File: src/rtl/pwr_rst_pkg.sv
// Shared types for the low-power mode and reset controller.
// Assumes: nothing beyond the standard language.
package pwr_rst_pkg;
    typedef enum logic [1:0] {
        PM_RUN   = 2'd0,  // CPU and peripherals clocked
        PM_LIGHT = 2'd1,  // CPU clock gated, peripherals running
        PM_WAKE  = 2'd2,  // reset seen during light sleep, RAM writes held off
        PM_DEEP  = 2'd3   // oscillator off until reset is recognised
    } pm_state_e;
endpackage

File: src/rtl/rst_filter.sv
// Synchronises the raw reset pin and asserts the internal reset once the
// synchronised level has stayed high for HOLD_CLKS consecutive clocks.
// Assumes: rst_pin is asynchronous; rst_n is a synchronous active-low clear.
module rst_filter #(
    parameter int SYNC_STAGES = 2,
    parameter int HOLD_CLKS   = 24
) (
    input  logic clk,
    input  logic rst_n,
    input  logic rst_pin,
    output logic pin_sync,
    output logic core_rst
);
    localparam int CW = $clog2(HOLD_CLKS + 1);
    localparam logic [CW-1:0] HOLD_V = CW'(HOLD_CLKS);

    logic [SYNC_STAGES-1:0] stage_q;
    logic [CW-1:0]          hold_cnt;

    // Synchroniser chain, one flop per stage.
    genvar g;
    generate
        for (g = 0; g < SYNC_STAGES; g++) begin : g_sync
            if (g == 0) begin : g_first
                // First stage captures the raw pin.
                always_ff @(posedge clk) begin
                    if (!rst_n) stage_q[0] <= 1'b0;
                    else        stage_q[0] <= rst_pin;
                end
            end else begin : g_next
                // Later stages pass the level along.
                always_ff @(posedge clk) begin
                    if (!rst_n) stage_q[g] <= 1'b0;
                    else        stage_q[g] <= stage_q[g-1];
                end
            end
        end
    endgenerate

    assign pin_sync = stage_q[SYNC_STAGES-1];

    // Duration counter: counts high clocks, saturates, clears on a low.
    always_ff @(posedge clk) begin
        if (!rst_n)             hold_cnt <= '0;
        else if (!pin_sync)     hold_cnt <= '0;
        else if (hold_cnt != HOLD_V) hold_cnt <= hold_cnt + 1'b1;
    end

    assign core_rst = (hold_cnt == HOLD_V);

    // the reset can only start after the synchronised pin was high
    a_r1_rise_needs_pin: assert property (@(posedge clk) disable iff (!rst_n)
        $rose(core_rst) |-> $past(pin_sync));
    // a low synchronised pin ends the reset on the next edge
    a_r1_release: assert property (@(posedge clk) disable iff (!rst_n)
        !pin_sync |=> !core_rst);
endmodule

File: src/rtl/pm_fsm.sv
// Low-power mode sequencer: decodes power-control writes, wakes on interrupt
// or reset, and drives the clock enables and the RAM write inhibit.
// Assumes: core_rst and pin_sync come from rst_filter in the same clock domain.
module pm_fsm
    import pwr_rst_pkg::*;
(
    input  logic       clk,
    input  logic       rst_n,
    input  logic       core_rst,
    input  logic       pin_sync,
    input  logic       pcon_we,
    input  logic [1:0] pcon_wdata,
    input  logic       irq_pend,
    output logic       cpu_clk_en,
    output logic       per_clk_en,
    output logic       osc_en,
    output logic       ram_wr_inhibit
);
    pm_state_e state_q, state_d;

    // Next-state selection; a recognised reset always returns to running.
    always_comb begin
        state_d = state_q;
        if (core_rst) begin
            state_d = PM_RUN;
        end else begin
            case (state_q)
                PM_RUN: begin
                    if (pcon_we && pcon_wdata[1])      state_d = PM_DEEP;
                    else if (pcon_we && pcon_wdata[0]) state_d = PM_LIGHT;
                end
                PM_LIGHT: begin
                    if (pin_sync)      state_d = PM_WAKE;
                    else if (irq_pend) state_d = PM_RUN;
                end
                PM_WAKE:  if (!pin_sync) state_d = PM_RUN;
                default:  state_d = PM_DEEP;
            endcase
        end
    end

    // State register.
    always_ff @(posedge clk) begin
        if (!rst_n) state_q <= PM_RUN;
        else        state_q <= state_d;
    end

    // Output decode from the current state.
    always_comb begin
        cpu_clk_en     = (state_q == PM_RUN) || (state_q == PM_WAKE);
        per_clk_en     = (state_q != PM_DEEP);
        osc_en         = (state_q != PM_DEEP) || pin_sync;
        ram_wr_inhibit = (state_q == PM_WAKE) && !core_rst;
    end

    // deep sleep is left only through a recognised reset
    a_r6_deep_hold: assert property (@(posedge clk) disable iff (!rst_n)
        (state_q == PM_DEEP && !core_rst) |=> state_q == PM_DEEP);
    // a pending interrupt ends light sleep
    a_r4_irq_wake: assert property (@(posedge clk) disable iff (!rst_n)
        (state_q == PM_LIGHT && irq_pend && !pin_sync && !core_rst) |=> cpu_clk_en);
    // deep sleep wins when both request bits are written together
    a_r5_deep_priority: assert property (@(posedge clk) disable iff (!rst_n)
        (state_q == PM_RUN && !core_rst && pcon_we && pcon_wdata == 2'b11) |=> !osc_en || pin_sync);
    // the RAM inhibit window only exists while the CPU is clocked
    a_r7_inhibit_runs: assert property (@(posedge clk) disable iff (!rst_n)
        ram_wr_inhibit |-> cpu_clk_en);
    // reset always lands in the running state
    a_r8_reset_runs: assert property (@(posedge clk) disable iff (!rst_n)
        core_rst |=> per_clk_en && (cpu_clk_en || pin_sync));
endmodule

File: src/rtl/ea_capture.sv
// Captures the external-access strap while the internal reset is active and
// selects between the captured and the live value under the lock bit.
// Assumes: ea_pin is stable around reset release.
module ea_capture (
    input  logic clk,
    input  logic rst_n,
    input  logic core_rst,
    input  logic ea_pin,
    input  logic lock1,
    output logic ea_out
);
    logic ea_q;

    // Sample the strap on every edge of an active reset.
    always_ff @(posedge clk) begin
        if (!rst_n)        ea_q <= 1'b0;
        else if (core_rst) ea_q <= ea_pin;
    end

    assign ea_out = lock1 ? ea_q : ea_pin;

    // with the lock set, the output holds the last strap seen in reset
    a_r9_lock_hold: assert property (@(posedge clk) disable iff (!rst_n)
        (lock1 && !core_rst && $stable(lock1)) |=> $stable(ea_out) || !lock1);
endmodule

File: src/rtl/pwr_rst_ctrl.sv
// Top of the low-power mode and reset controller: reset pin filter, mode
// sequencer and external-access strap capture.
// Assumes: one oscillator clock domain; MC_CLKS oscillator clocks per machine cycle.
module pwr_rst_ctrl #(
    parameter int MC_CLKS     = 12,
    parameter int SYNC_STAGES = 2
) (
    input  logic       clk,
    input  logic       rst_n,
    input  logic       rst_pin,
    input  logic       pcon_we,
    input  logic [1:0] pcon_wdata,
    input  logic       irq_pend,
    input  logic       ea_pin,
    input  logic       lock1,
    output logic       core_rst,
    output logic       cpu_clk_en,
    output logic       per_clk_en,
    output logic       osc_en,
    output logic       ram_wr_inhibit,
    output logic       ea_out
);
    localparam int HOLD_CLKS = 2 * MC_CLKS;

    logic pin_sync;

    rst_filter #(
        .SYNC_STAGES(SYNC_STAGES),
        .HOLD_CLKS  (HOLD_CLKS)
    ) u_filter (
        .clk     (clk),
        .rst_n   (rst_n),
        .rst_pin (rst_pin),
        .pin_sync(pin_sync),
        .core_rst(core_rst)
    );

    pm_fsm u_fsm (
        .clk           (clk),
        .rst_n         (rst_n),
        .core_rst      (core_rst),
        .pin_sync      (pin_sync),
        .pcon_we       (pcon_we),
        .pcon_wdata    (pcon_wdata),
        .irq_pend      (irq_pend),
        .cpu_clk_en    (cpu_clk_en),
        .per_clk_en    (per_clk_en),
        .osc_en        (osc_en),
        .ram_wr_inhibit(ram_wr_inhibit)
    );

    ea_capture u_ea (
        .clk     (clk),
        .rst_n   (rst_n),
        .core_rst(core_rst),
        .ea_pin  (ea_pin),
        .lock1   (lock1),
        .ea_out  (ea_out)
    );

    // with the oscillator off nothing downstream is clocked
    a_r5_osc_off: assert property (@(posedge clk) disable iff (!rst_n)
        !osc_en |-> !cpu_clk_en && !per_clk_en);
endmodule

File: config.mk
export PLATFORM = sky130hd
export DESIGN_NAME = pwr_rst_ctrl
export DESIGN_NICKNAME = d
export VERILOG_FILES = /design/src/rtl/pwr_rst_pkg.sv /design/src/rtl/rst_filter.sv /design/src/rtl/pm_fsm.sv /design/src/rtl/ea_capture.sv /design/src/rtl/pwr_rst_ctrl.sv
export SDC_FILE = /design/constraint.sdc
export NUM_CORES = 1
export LEC_CHECK = 0
export ABC_AREA = 1
export BUFFER_PORTS_ARGS = -buffer_cell sky130_fd_sc_hd__buf_2
export CAP_MARGIN = 20
export CORE_AREA = 2 2 49 51
export CTS_BUF_LIST = sky130_fd_sc_hd__clkbuf_16
export CTS_CLUSTER_SIZE = 25
export DETAILED_ROUTE_END_ITERATION = 10
export DIE_AREA = 0 0 51 53
export GPL_ROUTABILITY_DRIVEN = 0
export PLACE_DENSITY = 0.56
export SLEW_MARGIN = 15
export SYNTH_ARGS = -nofsm -noshare
export SYNTH_HDL_FRONTEND = slang
export SYNTH_SLANG_ARGS = --single-unit
File: constraint.sdc
create_clock -name clk -period 1.7 [get_ports clk]
set_clock_uncertainty 0.2 [all_clocks]
set_input_delay 0.17 -clock clk [delete_from_list [all_inputs] [get_ports clk]]
set_output_delay 0.17 -clock clk [all_outputs]
set_load 0.03 [all_outputs]
# ---- Yosys cells after proc, flatten, opt, wreduce, memory -nomap -nowiden
# Cells that the tools add are included.
dict set report word_totals {
  register_bits 10
  wordCells 32
  input_bits 9
}
dict set report classes {
  addsub 1
  reduce_logical 10
  n_eq_ne 8
  bitwise_logic 1
  n_mux 7
}
# operator n
set ops {}
lappend ops {{$mux W2} 5}
lappend ops {{$pmux W2 S3} 1}
lappend ops {{$add A5 B1 Y5 const B} 1}
lappend ops {{$eq A5 B5 Y1 const B} 1}
lappend ops {{$ne A5 B5 Y1 const B} 1}
lappend ops {{$ne A2 B2 Y1 const B} 2}
lappend ops {{$logic_and A1 B1 Y1} 3}
lappend ops {{$ne A3 B1 Y1 const B} 1}
lappend ops {{$ne A3 B3 Y1 const B} 1}
lappend ops {{$reduce_and A3 Y1} 1}
lappend ops {{$eq A2 B1 Y1 const B} 1}
lappend ops {{$eq A2 B2 Y1 const B} 1}
lappend ops {{$logic_not A2 Y1} 1}
lappend ops {{$logic_or A1 B1 Y1} 2}
lappend ops {{$reduce_and A2 Y1} 1}
lappend ops {{$reduce_or A2 Y1} 1}
lappend ops {{$logic_not A1 Y1} 1}
lappend ops {{$mux W1} 1}
lappend ops {{$not A1 Y1} 1}

# ---- Longest topological paths before layout
dict set report depth {
  ltp_word 4
  mapped_depth 8
}

# ---- Modules after synthesis
# A second synthesis with hierarchy kept.
dict set report unflattened {
  hier_cells 92
  area_unflattened_um2 635.6
}
# module cells_each instances area_each_um2
set by_module_without_submodules {}
lappend by_module_without_submodules {rst_filter 44 1 339.1}
lappend by_module_without_submodules {pm_fsm 40 1 246.5}
lappend by_module_without_submodules {ea_capture 8 1 50.0}

# ---- Least setup slack after synthesis
# OpenSTA, ideal clock, no wires.
dict set report synth_path {
  path_kind {flip-flop to output port}
  from {register u_filter.hold_cnt[0]}
  to {output port ram_wr_inhibit}
  path_slack_ns 0.128
  path_buffers 0
  arrival_ns 1.202
  stages_incl_launch_ff 6
  path_cell_list {dfxtp_1 -> inv_1 -> ha_1 -> nand3_2 -> inv_4 -> nor2_1}
}
dict set report synth_between {
  elab_chain_len 3
}
# item line
set synth_lines {}
lappend synth_lines {{start: declaration} rst_filter.sv:18} ;# logic [CW-1:0] hold_cnt;
lappend synth_lines {{start signal: assignment} rst_filter.sv:46} ;# else if (hold_cnt != HOLD_V) hold_cnt <= hold_cnt + 1'b1;
lappend synth_lines {{$eq A5 B5 Y1} rst_filter.sv:49} ;# assign core_rst = (hold_cnt == HOLD_V);
lappend synth_lines {{named net core_rst} pwr_rst_ctrl.sv:16} ;# output logic core_rst,
lappend synth_lines {{$logic_not A1 Y1} pm_fsm.sv:53} ;# ram_wr_inhibit = (state_q == PM_WAKE) && !core_rst;
lappend synth_lines {{$logic_and A1 B1 Y1} pm_fsm.sv:53}
lappend synth_lines {{end: declaration} pwr_rst_ctrl.sv:20} ;# output logic ram_wr_inhibit,
# The timed path passes the listed nets, and every way through them passes these cells.

# ---- Worst setup path in the final report
dict set report layout_path {
  from {register u_filter.hold_cnt[0]}
  to {output port core_rst}
}
dict set report layout_between {
  elab_chain_len 1
}
# item line
set layout_lines {}
lappend layout_lines {{$eq A5 B5 Y1} rst_filter.sv:49}
lappend layout_lines {{end: declaration} pwr_rst_ctrl.sv:16}
# Every way passes these cells.

==> results.md <==
* H-Tree Depth at 1
* Tot Pwr at 0.00107 W
* Largest net degree at the start of global routing at 8
* Hold slack at 0.000674 ns
* Seq/Total Area, Yosys at 33.8%
* CTS Buf Count at 3
* Routed WL at 1110 um
* Final instance area at 831 um^2
* Grt ovf at 0
* Crit path kind: reg -> out
* TritonCTS clock tree: yes
* Crit path cell chain: inv_1 -> ha_1 -> nand3_2 -> inv_4 -> buf_2
* Fillers at around 240
* Synthesis-stage register bit count at 10
* Row count at 17
* Max-cap viol count at 0
* CP startpoint kind: flop
* Most frequently used flop master after synthesis: dfxtp_1
* CTS sink count at 10
* Mapped Area at ~600 um^2
* Least-Margin Pin Slew at 0.190 ns
* Placed cell area at ~700 um^2
* Vias in the first global route at ~470
* DRC Markers at 0
* Asr flop ratio synth at 0%
* Worst-path clk slew at 0.04 ns
* Critical-path top delay cell: dfxtp_2
* Maximum vdd drop at 460 uV
* GR Layer Usage met2 at between 10 and 15%
* GR Util met3 at 2.54%
* Die W at around 50 um
* Fin util at between 30% and 40%
* # IOs at 15
* Clock Tree Root: clkbuf_16
* Syn Inst Count at 85
* TritonRoute pass-1 iters at 4
* Worst EP arrival at 1.25 ns
* Hold Path Class: in -> reg
* Endpoints failing setup at 0
* Nets at 125
* Post-DP HPWL at 873 um
* Share of cells above drive strength 1 at 27.8%
* CP Max Fanout at 7
* Outcome: complete, no violations
* Worst Path Required at 1.33 ns
* Layout area overhead at 40.4%
* Normalized max-slew margin at 87.3%
* GRT Util Overall at 8.90%
* Initial detailed-routing violation count at 9
* Endpoints failing hold at 0
* Leak Pwr at 0.430 nW
* Total core area at 0.00215 mm^2
* Insertion delay to the later sink of the worst-skew pair at roughly 0.23 ns
* Starting Density at 27.5%
* Total negative slack at 0 ns
* Routed WL per cell at ~8.1 um
* Synthesized Nets at 101
* Synth cell types at 15
* ANT nets after route at 0
* DIE HEIGHT at 53 um
* First-pass GRT wire length at 1730 um
* Fin crit share at roughly 95%
* RSZ-0062 raised after global routing: false
* GRT busiest layer: met2
* PD cells at 1290 mW/mm^2
* Crit path time final at 1.62 ns
* Die ar. at 0.00270 mm^2
* Detailed-route via count at 555
* Post-Syn Area per Cell at 6.96 um^2
* Crit. End Element: primary output
* Initial antenna violation count at 0
* GRT met1 Usage at 10.3%
* Vias per std cell at 4.08
* Post-synth EDFFs at 0
* I/O Buffers at 14
* Clk buf depth at 2
* Synth warn at 0
* Max incr delay on CP at ~0.33 ns
* Fmax at 0.618 GHz
* Final Max Tran Viols at 0
* Ant diodes at 0
==> state kept, by name, indices dropped and copies added (netlist names) <==
name               cells
u_ea.ea_q              1
u_filter.hold_cnt      5
u_filter.pin_sync      1
u_filter.stage_q       1
u_fsm.state_q          2
==> metal layers <==
metal | up-vias | routed length, um
met2 | 15 | 490
met3 | 0 | 57
met5 | - | 0
met1 | 236 | 559
li1 | 304 | -
met4 | 0 | 0
==> final timing paths <==
| check | from | end | slack, ns | cells after the start |
|---|---|---|---|---|
| worst max-delay path | u_filter.hold_cnt[0]$_SDFFE_PN0P_ | core_rst | 0.08 | 5 |
| worst min register to register | u_filter.stage_q[0]$_SDFF_PN0_ | u_filter.pin_sync$_SDFF_PN0_ | 0.21 | 2 |
| worst min-delay path | ea_pin | u_ea.ea_q$_SDFFE_PN0N_ | 0.0007 | 3 |
| worst max register to register | u_fsm.state_q[0]$_SDFFE_PP0P_ | u_fsm.state_q[1]$_SDFFE_PP0P_ | 0.29 | 8 |
==> cell type report <==
cell class / instances / area (um^2) / share of cell area (%)
multi-input cells: 59 / 332 / 39.9
flip-flops and latches: 10 / 205 / 24.7
repair buffers: 19 / 118 / 14.2
clock buffers: 3 / 75.1 / 9.04
inverters: 16 / 62.6 / 7.53
well taps: 28 / 35.0 / 4.22
clock inverters: 1 / 3.75 / 0.452
==> cells in the mapped netlist (4+ instances only) <==
library cell / n / area, um^2
a21oi_1: 4 / 20.0
ha_1: 7 / 87.6
nand3_1: 5 / 25.0
dfxtp_1: 10 / 200
nor2_1: 17 / 63.8
nand2_1: 15 / 56.3
inv_1: 15 / 56.3
o21ai_0: 5 / 25.0
==> placed cells by master (no fill, tap or decap) <==
master and n:
or2_0 1, nor2_4 1, buf_4 3, nand3_2 1, o21ai_0 5, clkbuf_16 3, clkinv_1 1, nor2_2 2
nor2_1 16, ha_1 7, dfxtp_1 6, or2_2 1, dfxtp_2 4, dlygate4sd3_1 3, a21oi_1 4, inv_4 1
mux2_2 1, nand2_1 15, buf_2 13, nand3_1 5, inv_1 15
==> per-stage QoR <==
step | instances | setup WS, ns
final | 136 | 0.0813
after global routing | 136 | 0.0210
after CTS | 134 | 0.0437
after detailed placement | 127 | 0.226
after global placement | 127 | 0.217
after floorplan | 85 | 0.128
==> worst max-delay path, delay by kind of cell (launching register included) <==
kind                     cells  cell delay (ns)
buffers and inverters        3             0.41
flip-flops                   1             0.33
adder cells (fa/ha/maj)      1             0.16
AND/OR/NAND/NOR              1             0.12
==> what timing repair did <==
item                                    in CTS  in global routing
resized for setup                            2                  4
hold buffers                                 3                  0
endpoints found under the setup margin       1                  3
pin swaps                                    0                  1
setup buffers                                0                  2
hold endpoints to repair                     2                  0
==> cell families (layout without fill, tap and decap cells) <==
group                    count (synthesis)  in the layout  synth area share, %
buffers and inverters                   16             39                 10.6
AND/OR/NAND/NOR                         42             42                 31.3
adder cells (fa/ha/maj)                  7              7                 14.8
AO/OA/AOI/OAI                            9              9                 7.61
flip-flops                              10             10                 33.8
multiplexers                             1              1                 1.90
==> power by group <==
group | leakage, nW | switching, W | total (W) | internal [W]
Sequential | 0.0831 | 0.0000327 | 0.000299 | 0.000266
Combinational | 0.308 | 0.000224 | 0.000359 | 0.000135
Clock | 0.0385 | 0.000106 | 0.000414 | 0.000308
Total | 0.430 | 0.000362 | 0.00107 | 0.000710
No activity file was read; power rests on OpenSTA's default activity.
